`src/rtl/vic_pkg.sv`:
```
`timescale 1ns/1ps
package vic_pkg;

  localparam int NUM_SRC   = 64;
  localparam int IDX_W     = $clog2(NUM_SRC);
  localparam int DATA_W    = 32;
  localparam int HALF_W    = DATA_W;
  localparam int PRIO_W    = 4;
  localparam int MASK_W    = 5;
  localparam int ID_W      = 16;
  localparam int WIDX_W    = 5;
  localparam int PER_WORD  = DATA_W / PRIO_W;
  localparam int PRIO_REGS = NUM_SRC / PER_WORD;

  localparam logic [ID_W-1:0] NO_SRC_ID = '1;

  localparam logic [WIDX_W-1:0] WI_CTRL  = 5'd0;
  localparam logic [WIDX_W-1:0] WI_LEVEL = 5'd1;
  localparam logic [WIDX_W-1:0] WI_ENUM  = 5'd2;
  localparam logic [WIDX_W-1:0] WI_DNUM  = 5'd3;
  localparam logic [WIDX_W-1:0] WI_ENH   = 5'd4;
  localparam logic [WIDX_W-1:0] WI_ENL   = 5'd5;
  localparam logic [WIDX_W-1:0] WI_TYPH  = 5'd6;
  localparam logic [WIDX_W-1:0] WI_TYPL  = 5'd7;
  localparam int                WI_PRIO_BASE = 8;
  localparam logic [WIDX_W-1:0] WI_NVEC  = 5'd16;
  localparam logic [WIDX_W-1:0] WI_FVEC  = 5'd17;
  localparam logic [WIDX_W-1:0] WI_RAWH  = 5'd18;
  localparam logic [WIDX_W-1:0] WI_RAWL  = 5'd19;
  localparam logic [WIDX_W-1:0] WI_FRCH  = 5'd20;
  localparam logic [WIDX_W-1:0] WI_FRCL  = 5'd21;
  localparam logic [WIDX_W-1:0] WI_NPH   = 5'd22;
  localparam logic [WIDX_W-1:0] WI_NPL   = 5'd23;
  localparam logic [WIDX_W-1:0] WI_FPH   = 5'd24;
  localparam logic [WIDX_W-1:0] WI_FPL   = 5'd25;

  typedef struct packed {
    logic              valid;
    logic [PRIO_W-1:0] prio;
    logic [IDX_W-1:0]  idx;
  } cand_t;

  // Priority word k lives at the reversed position inside the priority window.
  function automatic logic [WIDX_W-1:0] prio_widx(input int k);
    return WIDX_W'(WI_PRIO_BASE + (PRIO_REGS - 1 - k));
  endfunction

  // Priority strictly above the level: a level of 15 or more blocks all.
  function automatic logic above_level(input logic [PRIO_W-1:0] p,
                                       input logic [MASK_W-1:0] lvl);
    return MASK_W'(p) > lvl;
  endfunction

  // Merge two candidates; hi always covers larger source numbers, so
  // it also takes equal priorities.
  function automatic cand_t cand_pick(input cand_t lo, input cand_t hi);
    if (hi.valid && (!lo.valid || hi.prio >= lo.prio)) return hi;
    return lo;
  endfunction

  function automatic logic [ID_W-1:0] vec_code(input logic found,
                                               input logic [IDX_W-1:0] id);
    return found ? ID_W'(id) : NO_SRC_ID;
  endfunction

endpackage

```
`src/rtl/vic_regs.sv`:
```
`timescale 1ns/1ps
module vic_regs
  import vic_pkg::*;
(
  input  logic                       clk_i,
  input  logic                       rst_ni,
  input  logic                       we_i,
  input  logic [WIDX_W-1:0]          widx_i,
  input  logic [DATA_W-1:0]          wdata_i,
  output logic [DATA_W-1:0]          ctrl_o,
  output logic [MASK_W-1:0]          level_o,
  output logic [NUM_SRC-1:0]         en_o,
  output logic [NUM_SRC-1:0]         typ_o,
  output logic [NUM_SRC-1:0]         frc_o,
  output logic [NUM_SRC*PRIO_W-1:0]  prio_o
);

  logic [DATA_W-1:0]  ctrl_q;
  logic [MASK_W-1:0]  level_q;
  logic [NUM_SRC-1:0] en_q;
  logic [NUM_SRC-1:0] typ_q;
  logic [NUM_SRC-1:0] frc_q;

  // Events brought out for the checks below.
  logic             num_ok;
  logic [IDX_W-1:0] num_idx;
  logic             wr_enum;
  logic             wr_dnum;

  assign num_ok  = wdata_i < DATA_W'(NUM_SRC);
  assign num_idx = wdata_i[IDX_W-1:0];
  assign wr_enum = we_i && (widx_i == WI_ENUM);
  assign wr_dnum = we_i && (widx_i == WI_DNUM);

  always_ff @(posedge clk_i or negedge rst_ni) begin
    if (!rst_ni) begin
      ctrl_q  <= '0;
      level_q <= '1;
      en_q    <= '0;
      typ_q   <= '0;
      frc_q   <= '0;
    end else if (we_i) begin
      case (widx_i)
        WI_CTRL:  ctrl_q  <= wdata_i;
        WI_LEVEL: level_q <= wdata_i[MASK_W-1:0];
        WI_ENUM:  if (num_ok) en_q[num_idx] <= 1'b1;
        WI_DNUM:  if (num_ok) en_q[num_idx] <= 1'b0;
        WI_ENH:   en_q[HALF_W +: HALF_W]  <= wdata_i;
        WI_ENL:   en_q[0 +: HALF_W]       <= wdata_i;
        WI_TYPH:  typ_q[HALF_W +: HALF_W] <= wdata_i;
        WI_TYPL:  typ_q[0 +: HALF_W]      <= wdata_i;
        WI_FRCH:  frc_q[HALF_W +: HALF_W] <= wdata_i;
        WI_FRCL:  frc_q[0 +: HALF_W]      <= wdata_i;
        default: ;
      endcase
    end
  end

  for (genvar k = 0; k < PRIO_REGS; k++) begin : g_prio
    logic [DATA_W-1:0] word_q;
    logic              hit;
    assign hit = we_i && (widx_i == prio_widx(k));
    always_ff @(posedge clk_i or negedge rst_ni) begin
      if (!rst_ni)  word_q <= '0;
      else if (hit) word_q <= wdata_i;
    end
    assign prio_o[k*DATA_W +: DATA_W] = word_q;
  end

  assign ctrl_o  = ctrl_q;
  assign level_o = level_q;
  assign en_o    = en_q;
  assign typ_o   = typ_q;
  assign frc_o   = frc_q;

  assert_bynum_set_R3: assert property (@(posedge clk_i) disable iff (!rst_ni)
    (wr_enum && num_ok) |=> en_q[$past(num_idx)]);

  assert_bynum_clear_R3: assert property (@(posedge clk_i) disable iff (!rst_ni)
    (wr_dnum && num_ok) |=> !en_q[$past(num_idx)]);

  assert_bynum_ignore_R3: assert property (@(posedge clk_i) disable iff (!rst_ni)
    ((wr_enum || wr_dnum) && !num_ok) |=> $stable(en_q));

  assert_level_width_R9: assert property (@(posedge clk_i) disable iff (!rst_ni)
    (we_i && widx_i == WI_LEVEL) |=> (level_q == $past(wdata_i[MASK_W-1:0])));

endmodule

```
`src/rtl/vic_norm_arb.sv`:
```
`timescale 1ns/1ps
module vic_norm_arb
  import vic_pkg::*;
(
  input  logic [NUM_SRC-1:0]        pend_i,
  input  logic [NUM_SRC*PRIO_W-1:0] prio_i,
  input  logic [MASK_W-1:0]         level_i,
  output logic [NUM_SRC-1:0]        qual_o,
  output logic                      found_o,
  output logic [IDX_W-1:0]          id_o
);

  localparam int NODES = 2 * NUM_SRC - 1;
  localparam int LEAF0 = NUM_SRC - 1;

  cand_t tree [NODES];

  for (genvar s = 0; s < NUM_SRC; s++) begin : g_qual
    assign qual_o[s] = pend_i[s] && above_level(prio_i[s*PRIO_W +: PRIO_W], level_i);
  end

  // Heap-ordered reduction: node i has children 2i+1 (lower sources)
  // and 2i+2 (higher sources).
  always_comb begin
    for (int s = 0; s < NUM_SRC; s++) begin
      tree[LEAF0+s].valid = qual_o[s];
      tree[LEAF0+s].prio  = prio_i[s*PRIO_W +: PRIO_W];
      tree[LEAF0+s].idx   = IDX_W'(s);
    end
    for (int i = LEAF0 - 1; i >= 0; i--) begin
      tree[i] = cand_pick(tree[2*i+1], tree[2*i+2]);
    end
  end

  assign found_o = tree[0].valid;
  assign id_o    = tree[0].idx;

endmodule

```
`src/rtl/vic_fast_enc.sv`:
```
`timescale 1ns/1ps
module vic_fast_enc
  import vic_pkg::*;
(
  input  logic [NUM_SRC-1:0] pend_i,
  output logic               found_o,
  output logic [IDX_W-1:0]   id_o
);

  always_comb begin
    id_o = '0;
    for (int i = NUM_SRC - 1; i >= 0; i--) begin
      if (pend_i[i]) id_o = IDX_W'(i);
    end
  end

  assign found_o = |pend_i;

endmodule

```
`src/rtl/vic_core.sv`:
```
`timescale 1ns/1ps
module vic_core
  import vic_pkg::*;
(
  input  logic                clk_i,
  input  logic                rst_ni,
  input  logic                bus_we_i,
  input  logic [4:0]          bus_widx_i,
  input  logic [31:0]         bus_wdata_i,
  output logic [31:0]         bus_rdata_o,
  input  logic [63:0]         src_i,
  output logic                irq_norm_o,
  output logic                irq_fast_o
);

  logic [DATA_W-1:0]         ctrl;
  logic [MASK_W-1:0]         level;
  logic [NUM_SRC-1:0]        en;
  logic [NUM_SRC-1:0]        typ;
  logic [NUM_SRC-1:0]        frc;
  logic [NUM_SRC*PRIO_W-1:0] prio;

  logic [NUM_SRC-1:0] active;
  logic [NUM_SRC-1:0] pend_norm;
  logic [NUM_SRC-1:0] pend_fast;
  logic [NUM_SRC-1:0] norm_qual;
  logic               norm_found;
  logic [IDX_W-1:0]   norm_id;
  logic               fast_found;
  logic [IDX_W-1:0]   fast_id;
  logic [ID_W-1:0]    nvec_id;
  logic [ID_W-1:0]    fvec_id;
  logic               irq_norm_q;
  logic               irq_fast_q;

  vic_regs u_regs (
    .clk_i   (clk_i),
    .rst_ni  (rst_ni),
    .we_i    (bus_we_i),
    .widx_i  (bus_widx_i),
    .wdata_i (bus_wdata_i),
    .ctrl_o  (ctrl),
    .level_o (level),
    .en_o    (en),
    .typ_o   (typ),
    .frc_o   (frc),
    .prio_o  (prio)
  );

  assign active    = (src_i | frc) & en;
  assign pend_norm = active & ~typ;
  assign pend_fast = active & typ;

  vic_norm_arb u_norm (
    .pend_i  (pend_norm),
    .prio_i  (prio),
    .level_i (level),
    .qual_o  (norm_qual),
    .found_o (norm_found),
    .id_o    (norm_id)
  );

  vic_fast_enc u_fast (
    .pend_i  (pend_fast),
    .found_o (fast_found),
    .id_o    (fast_id)
  );

  assign nvec_id = vec_code(norm_found, norm_id);
  assign fvec_id = vec_code(fast_found, fast_id);

  always_ff @(posedge clk_i or negedge rst_ni) begin
    if (!rst_ni) begin
      irq_norm_q <= 1'b0;
      irq_fast_q <= 1'b0;
    end else begin
      irq_norm_q <= |norm_qual;
      irq_fast_q <= |pend_fast;
    end
  end

  assign irq_norm_o = irq_norm_q;
  assign irq_fast_o = irq_fast_q;

  always_comb begin
    bus_rdata_o = '0;
    for (int k = 0; k < PRIO_REGS; k++) begin
      if (bus_widx_i == prio_widx(k)) bus_rdata_o = prio[k*DATA_W +: DATA_W];
    end
    case (bus_widx_i)
      WI_CTRL:  bus_rdata_o = ctrl;
      WI_LEVEL: bus_rdata_o = DATA_W'(level);
      WI_ENH:   bus_rdata_o = en[HALF_W +: HALF_W];
      WI_ENL:   bus_rdata_o = en[0 +: HALF_W];
      WI_TYPH:  bus_rdata_o = typ[HALF_W +: HALF_W];
      WI_TYPL:  bus_rdata_o = typ[0 +: HALF_W];
      WI_NVEC:  bus_rdata_o = {nvec_id, {(DATA_W-ID_W){1'b0}}};
      WI_FVEC:  bus_rdata_o = {fvec_id, {(DATA_W-ID_W){1'b0}}};
      WI_RAWH:  bus_rdata_o = src_i[HALF_W +: HALF_W];
      WI_RAWL:  bus_rdata_o = src_i[0 +: HALF_W];
      WI_FRCH:  bus_rdata_o = frc[HALF_W +: HALF_W];
      WI_FRCL:  bus_rdata_o = frc[0 +: HALF_W];
      WI_NPH:   bus_rdata_o = pend_norm[HALF_W +: HALF_W];
      WI_NPL:   bus_rdata_o = pend_norm[0 +: HALF_W];
      WI_FPH:   bus_rdata_o = pend_fast[HALF_W +: HALF_W];
      WI_FPL:   bus_rdata_o = pend_fast[0 +: HALF_W];
      default: ;
    endcase
  end

  assert_level_quiet_R9: assert property (@(posedge clk_i) disable iff (!rst_ni)
    (level >= MASK_W'((1 << PRIO_W) - 1)) |=> !irq_norm_o);

  assert_norm_none_R8: assert property (@(posedge clk_i) disable iff (!rst_ni)
    !norm_found |=> !irq_norm_o);

  assert_norm_req_R11: assert property (@(posedge clk_i) disable iff (!rst_ni)
    norm_found |=> irq_norm_o);

  assert_norm_winner_R8: assert property (@(posedge clk_i) disable iff (!rst_ni)
    norm_found |-> (pend_norm[norm_id] && !typ[norm_id]));

  assert_fast_req_R11: assert property (@(posedge clk_i) disable iff (!rst_ni)
    fast_found |=> irq_fast_o);

  assert_fast_none_R10: assert property (@(posedge clk_i) disable iff (!rst_ni)
    !fast_found |=> !irq_fast_o);

  assert_fast_lowest_R10: assert property (@(posedge clk_i) disable iff (!rst_ni)
    fast_found |-> ((pend_fast & ((NUM_SRC'(1) << fast_id) - NUM_SRC'(1))) == '0));

  assert_fast_routed_R4: assert property (@(posedge clk_i) disable iff (!rst_ni)
    fast_found |-> typ[fast_id]);

endmodule

```
`config.mk`:
```
export PLATFORM = sky130hd
export DESIGN_NAME = vic_core
export DESIGN_NICKNAME = d
export VERILOG_FILES = /design/src/rtl/vic_pkg.sv /design/src/rtl/vic_regs.sv /design/src/rtl/vic_norm_arb.sv /design/src/rtl/vic_fast_enc.sv /design/src/rtl/vic_core.sv
export SDC_FILE = /design/constraint.sdc
export NUM_CORES = 2
export LEC_CHECK = 0
export BUFFER_PORTS_ARGS = -buffer_cell sky130_fd_sc_hd__buf_4
export CAP_MARGIN = 10
export CELL_PAD_IN_SITES_DETAIL_PLACEMENT = 0
export CELL_PAD_IN_SITES_GLOBAL_PLACEMENT = 1
export CORE_ASPECT_RATIO = 0.7
export CORE_MARGIN = 2
export CORE_UTILIZATION = 53
export CTS_CLUSTER_DIAMETER = 120
export DETAILED_ROUTE_END_ITERATION = 10
export PLACE_DENSITY_LB_ADDON = 0.3
export SLEW_MARGIN = 20
export SYNTH_ARGS = -nofsm -noshare
export SYNTH_HDL_FRONTEND = slang
export SYNTH_SLANG_ARGS = --single-unit
```
`constraint.sdc`:
```
create_clock -name clk_i -period 65 [get_ports clk_i]
set_input_delay 19.5 -clock clk_i [delete_from_list [all_inputs] [get_ports clk_i]]
set_output_delay 19.5 -clock clk_i [all_outputs]
set_load 0.005 [all_outputs]
```
==> flow_metrics.py <==
metrics = {
    "clocking": {
        "clock-sinks": 487,
        "clockRootBuffer": "clkbuf_16",
        "hold_buffers": 0,
        "cts_tree": "yes",
        "cts_resized": 0,
        "cts_buffers": 55,
        "cts_htree_levels": 2,
        "clk_path_buf_depth": 3,
        "postCtsSetupRepairBufs": 0,
        "path_clk_slew_ns": 0.07,
        "clock_latency_ns": 0.68,
    },
    "power_and_ir_drop": {
        "p_int_uw": 820.7,
        "finalPower_mw": 1.469,
        "p_leak_nw": 21.08,
        "peakVddDrop_mv": 0.02410,
        "power-per-cell-area_nw_per_um2": 32.20,
        "clkPwrFrac_pct": 22.9,
        "comb_power_share_pct": 45.1,
        "power.switching_uw": 648.0,
        "swShare_pct": 44.12,
        "seqPwrFrac_pct": 32.1,
    },
    "timing": {
        "hold_viol_final": 0,
        "clock_skew_ns": 0.03858,
        "rsz0062_at_grt": "false",
        "fmax_mhz": 19.85,
        "slew_headroom_pct": 17.08,
        "worst_pin_slew_ns": 1.231,
        "min_period_ns": 50.38,
        "drv_slew": 0,
        "tns_ns": 0,
        "min_period_over_period_pct": 77.50,
        "setup_viol": 0,
    },
    "place": {
        "place_congestion": 1.075,
        "dpl.hpwl_mm": 147.8,
        "port_buffers": 137,
        "placed_cell_area_um2": 43650,
    },
    "logic_synthesis": {
        "synth_top_flop_cell": "dfrtp_1",
        "synth_enable_flop_cells": 0,
        "async_flop_share_pct": 100.0,
        "synth_area_leader_cell": "dfrtp_1",
        "netlist_area_um2": 41420,
        "synthCells": 4332,
        "yosysWarningCount": 0,
        "syn_avg_cell_area_um2": 9.560,
        "synth_top_area_share_pct": 29.12,
        "synthesis.nets": 4944,
        "synth_cell_types": 119,
        "ys_ff_latch": 487,
        "ys_top_cells_by_area": "dfrtp_1 29%, ha_1 15%, mux2_2 12%, mux2i_1 4.3%, o21ai_0 3.4%",
        "synth.yosys.seq_area_share_pct": 29.44,
    },
    "floorplan": {
        "die_h_um": 237.9,
        "pin_count": 138,
        "die_w_um": 338.1,
        "start_util_pct": 53.71,
        "dieArea_um2": 80430,
        "core_region_area_um2": 77110,
        "rows": 85,
    },
    "worst_setup_path": {
        "rr_worst_depth": 11,
        "crit_slowest_cell": "mux2i_1",
        "critical_path.max_stage_delay_ns": 0.63,
        "worst-setup-path-type": "input port to output port",
        "crit_path_max_fanout": 11,
        "crit_required_ns": 45.50,
        "startpoint_type": "input port",
        "cpMostUsedCell": "a21o_1",
        "end_kind": "output port",
        "worst_ep_arrival_time_ns": 30.88,
    },
    "drt": {
        "routed-via-count": 40090,
        "vias_per_cell": 7.271,
        "ant_nets": 0,
        "wl_per_cell_um": 36.23,
        "routed_wl_mm": 199.7,
        "drtIter0Drc": 6650,
        "drc_errors": 0,
        "firstDrtPassIters": 9,
    },
    "outcome": {
        "outcome": "complete, no violations",
    },
    "cells_and_area": {
        "design_area_um2": 45620,
        "area_delta_synth_final_pct": 10.14,
        "layout-drive-gt1-share_pct": 21.23,
        "nets": 5018,
    },
    "global_routing": {
        "grt-ovfl-total": 0,
        "grt.total_usage_pct": 48.36,
        "grt_pass1_wl_mm": 278.4,
        "grt_max_degree": 150,
        "first_global_vias": 36130,
        "grt_antenna_before_repair": 31,
    },
    "run": {
        "maxCapViolCount": 0,
    },
    "min_path": {
        "hp-class": "flip-flop to flip-flop",
        "holdPathStages": 1,
    },
}
## metal layers
metal / up-vias / GRT usage, % / share of wire [%]
met3: 583 / 23.33 / 17
met2: 3164 / 62.30 / 37
li1: 16650 / - / -
met5: - / 0.5357 / 0.10
met1: 19670 / 67.23 / 40
met4: 24 / 21.25 / 5.2
## path summary, 6_finish.rpt
path                                          endpoint  slack, ns              start
max in group asynchronous   u_regs.g_prio[6].word_q[6]      43.80             rst_ni
setup reg to reg                            irq_norm_o      59.48  u_regs.level_o[1]
min in group asynchronous  u_regs.g_prio[3].word_q[21]      18.79             rst_ni
hold / removal                       u_regs.ctrl_o[31]       0.51  u_regs.ctrl_o[31]
hold reg to reg                      u_regs.ctrl_o[31]       0.51  u_regs.ctrl_o[31]
setup / recovery                       bus_rdata_o[20]      14.62          src_i[45]
## Yosys cell counts (19+ instances only)
library cell and count:
dfrtp_1 482, nand2b_1 63, a221oi_1 57, a22oi_1 143, mux2_2 456, mux2i_1 176
o21ai_0 280, or2_2 34, buf_1 40, a21oi_1 276, nor2b_1 87, a222oi_1 19
a211oi_1 37, a21o_1 79, nor2_1 186, ha_1 508, nand4_1 39, clkbuf_1 150
inv_1 311, o211ai_1 164, a41o_1 52, nand3_1 50, or3_1 22, a31oi_1 28
nand2_1 193, nor3_1 38
## critical path: cells and delay by family
family / cells / cell delay [ns]
and+or+nand+nor: 9 / 1.34
muxes: 5 / 1.89
buffers and inverters: 4 / 0.64
AOI/OAI and AO/OA: 23 / 6.02
adders and majority gates: 5 / 1.48
## per-stage QoR
| step | hold WS [ns] | utilization, % | worst slack (ns) | cells |
|---|---|---|---|---|
| floorplan | 0.4754 | - | 16.98 | 4332 |
| global placement | 0.4848 | 56.61 | 15.12 | 5388 |
| detailed placement | 0.4929 | 56.62 | 15.08 | 5388 |
| CTS | 0.5068 | 59.05 | 15.08 | 5490 |
| global route | 0.5280 | 59.10 | 14.27 | 5496 |
| finish | 0.5095 | 59.16 | 14.62 | 5514 |
## cell families (layout without fill, tap and decap cells)
kind of cell / count (synthesis) / count (layout) / synth area share [%]
and+or+nand+nor: 803 / 803 / 10.15
muxes: 641 / 641 / 16.97
other: 0 / 19 / 0
AOI/OAI and AO/OA: 1368 / 1368 / 23.18
DFF: 487 / 487 / 29.44
adders and majority gates: 508 / 508 / 15.35
buffers and inverters: 525 / 644 / 4.912
## registers in the layout, indices dropped and copies added (netlist names)
| register | count |
|---|---|
| irq_norm_o | 1 |
| u_regs.ctrl_o | 32 |
| u_regs.typ_o | 64 |
| u_regs.en_o | 64 |
| u_regs.frc_o | 64 |
| u_regs.level_o | 5 |
| irq_fast_o | 1 |
| u_regs.g_prio.word_q | 256 |
## power groups by stage
stage                     sequential (mW)  combinational (mW)  clock [mW]
after floorplan                     0.414               0.443           0
after detailed placement            0.466               0.635           0
after global placement              0.465               0.627           0
final                               0.471               0.662       0.336
after CTS                           0.460               0.639       0.335
after global routing                0.471               0.723       0.347
## area by class of cell
class                           count  area, um2
Clock buffer                       68       1485
Multi-Input combinational cell   3320      27280
Antenna cell                       19      47.55
Inverter                          315       1182
Timing Repair Buffer              227       1724
Fill cell                        6793      31490
Tap cell                         1044       1306
Clock inverter                     34      387.9
Sequential cell                   487      12200
## placed cells by master, fill, tap and decap left out, types with 12 or more instances in the layout
master / n
nand2_1: 188
nor3_1: 37
nand3_1: 48
nor2_1: 171
o211ai_1: 164
o21a_1: 13
or3_1: 22
a21oi_1: 276
nor2_2: 15
mux2i_1: 176
inv_1: 308
clkbuf_16: 55
a221oi_1: 57
a22o_1: 16
a211oi_1: 37
a22oi_1: 143
nand4_1: 39
o2111ai_1: 13
mux2_2: 456
dfrtp_1: 482
nor2b_1: 87
a31oi_1: 28
diode_2: 19
ha_1: 508
a21o_1: 79
a211oi_2: 12
nand2b_1: 63
o21ai_0: 278
a41o_1: 52
or2_2: 34
a222oi_1: 19
o22ai_1: 15
buf_4: 220
Power figures use the tool's default switching activity.
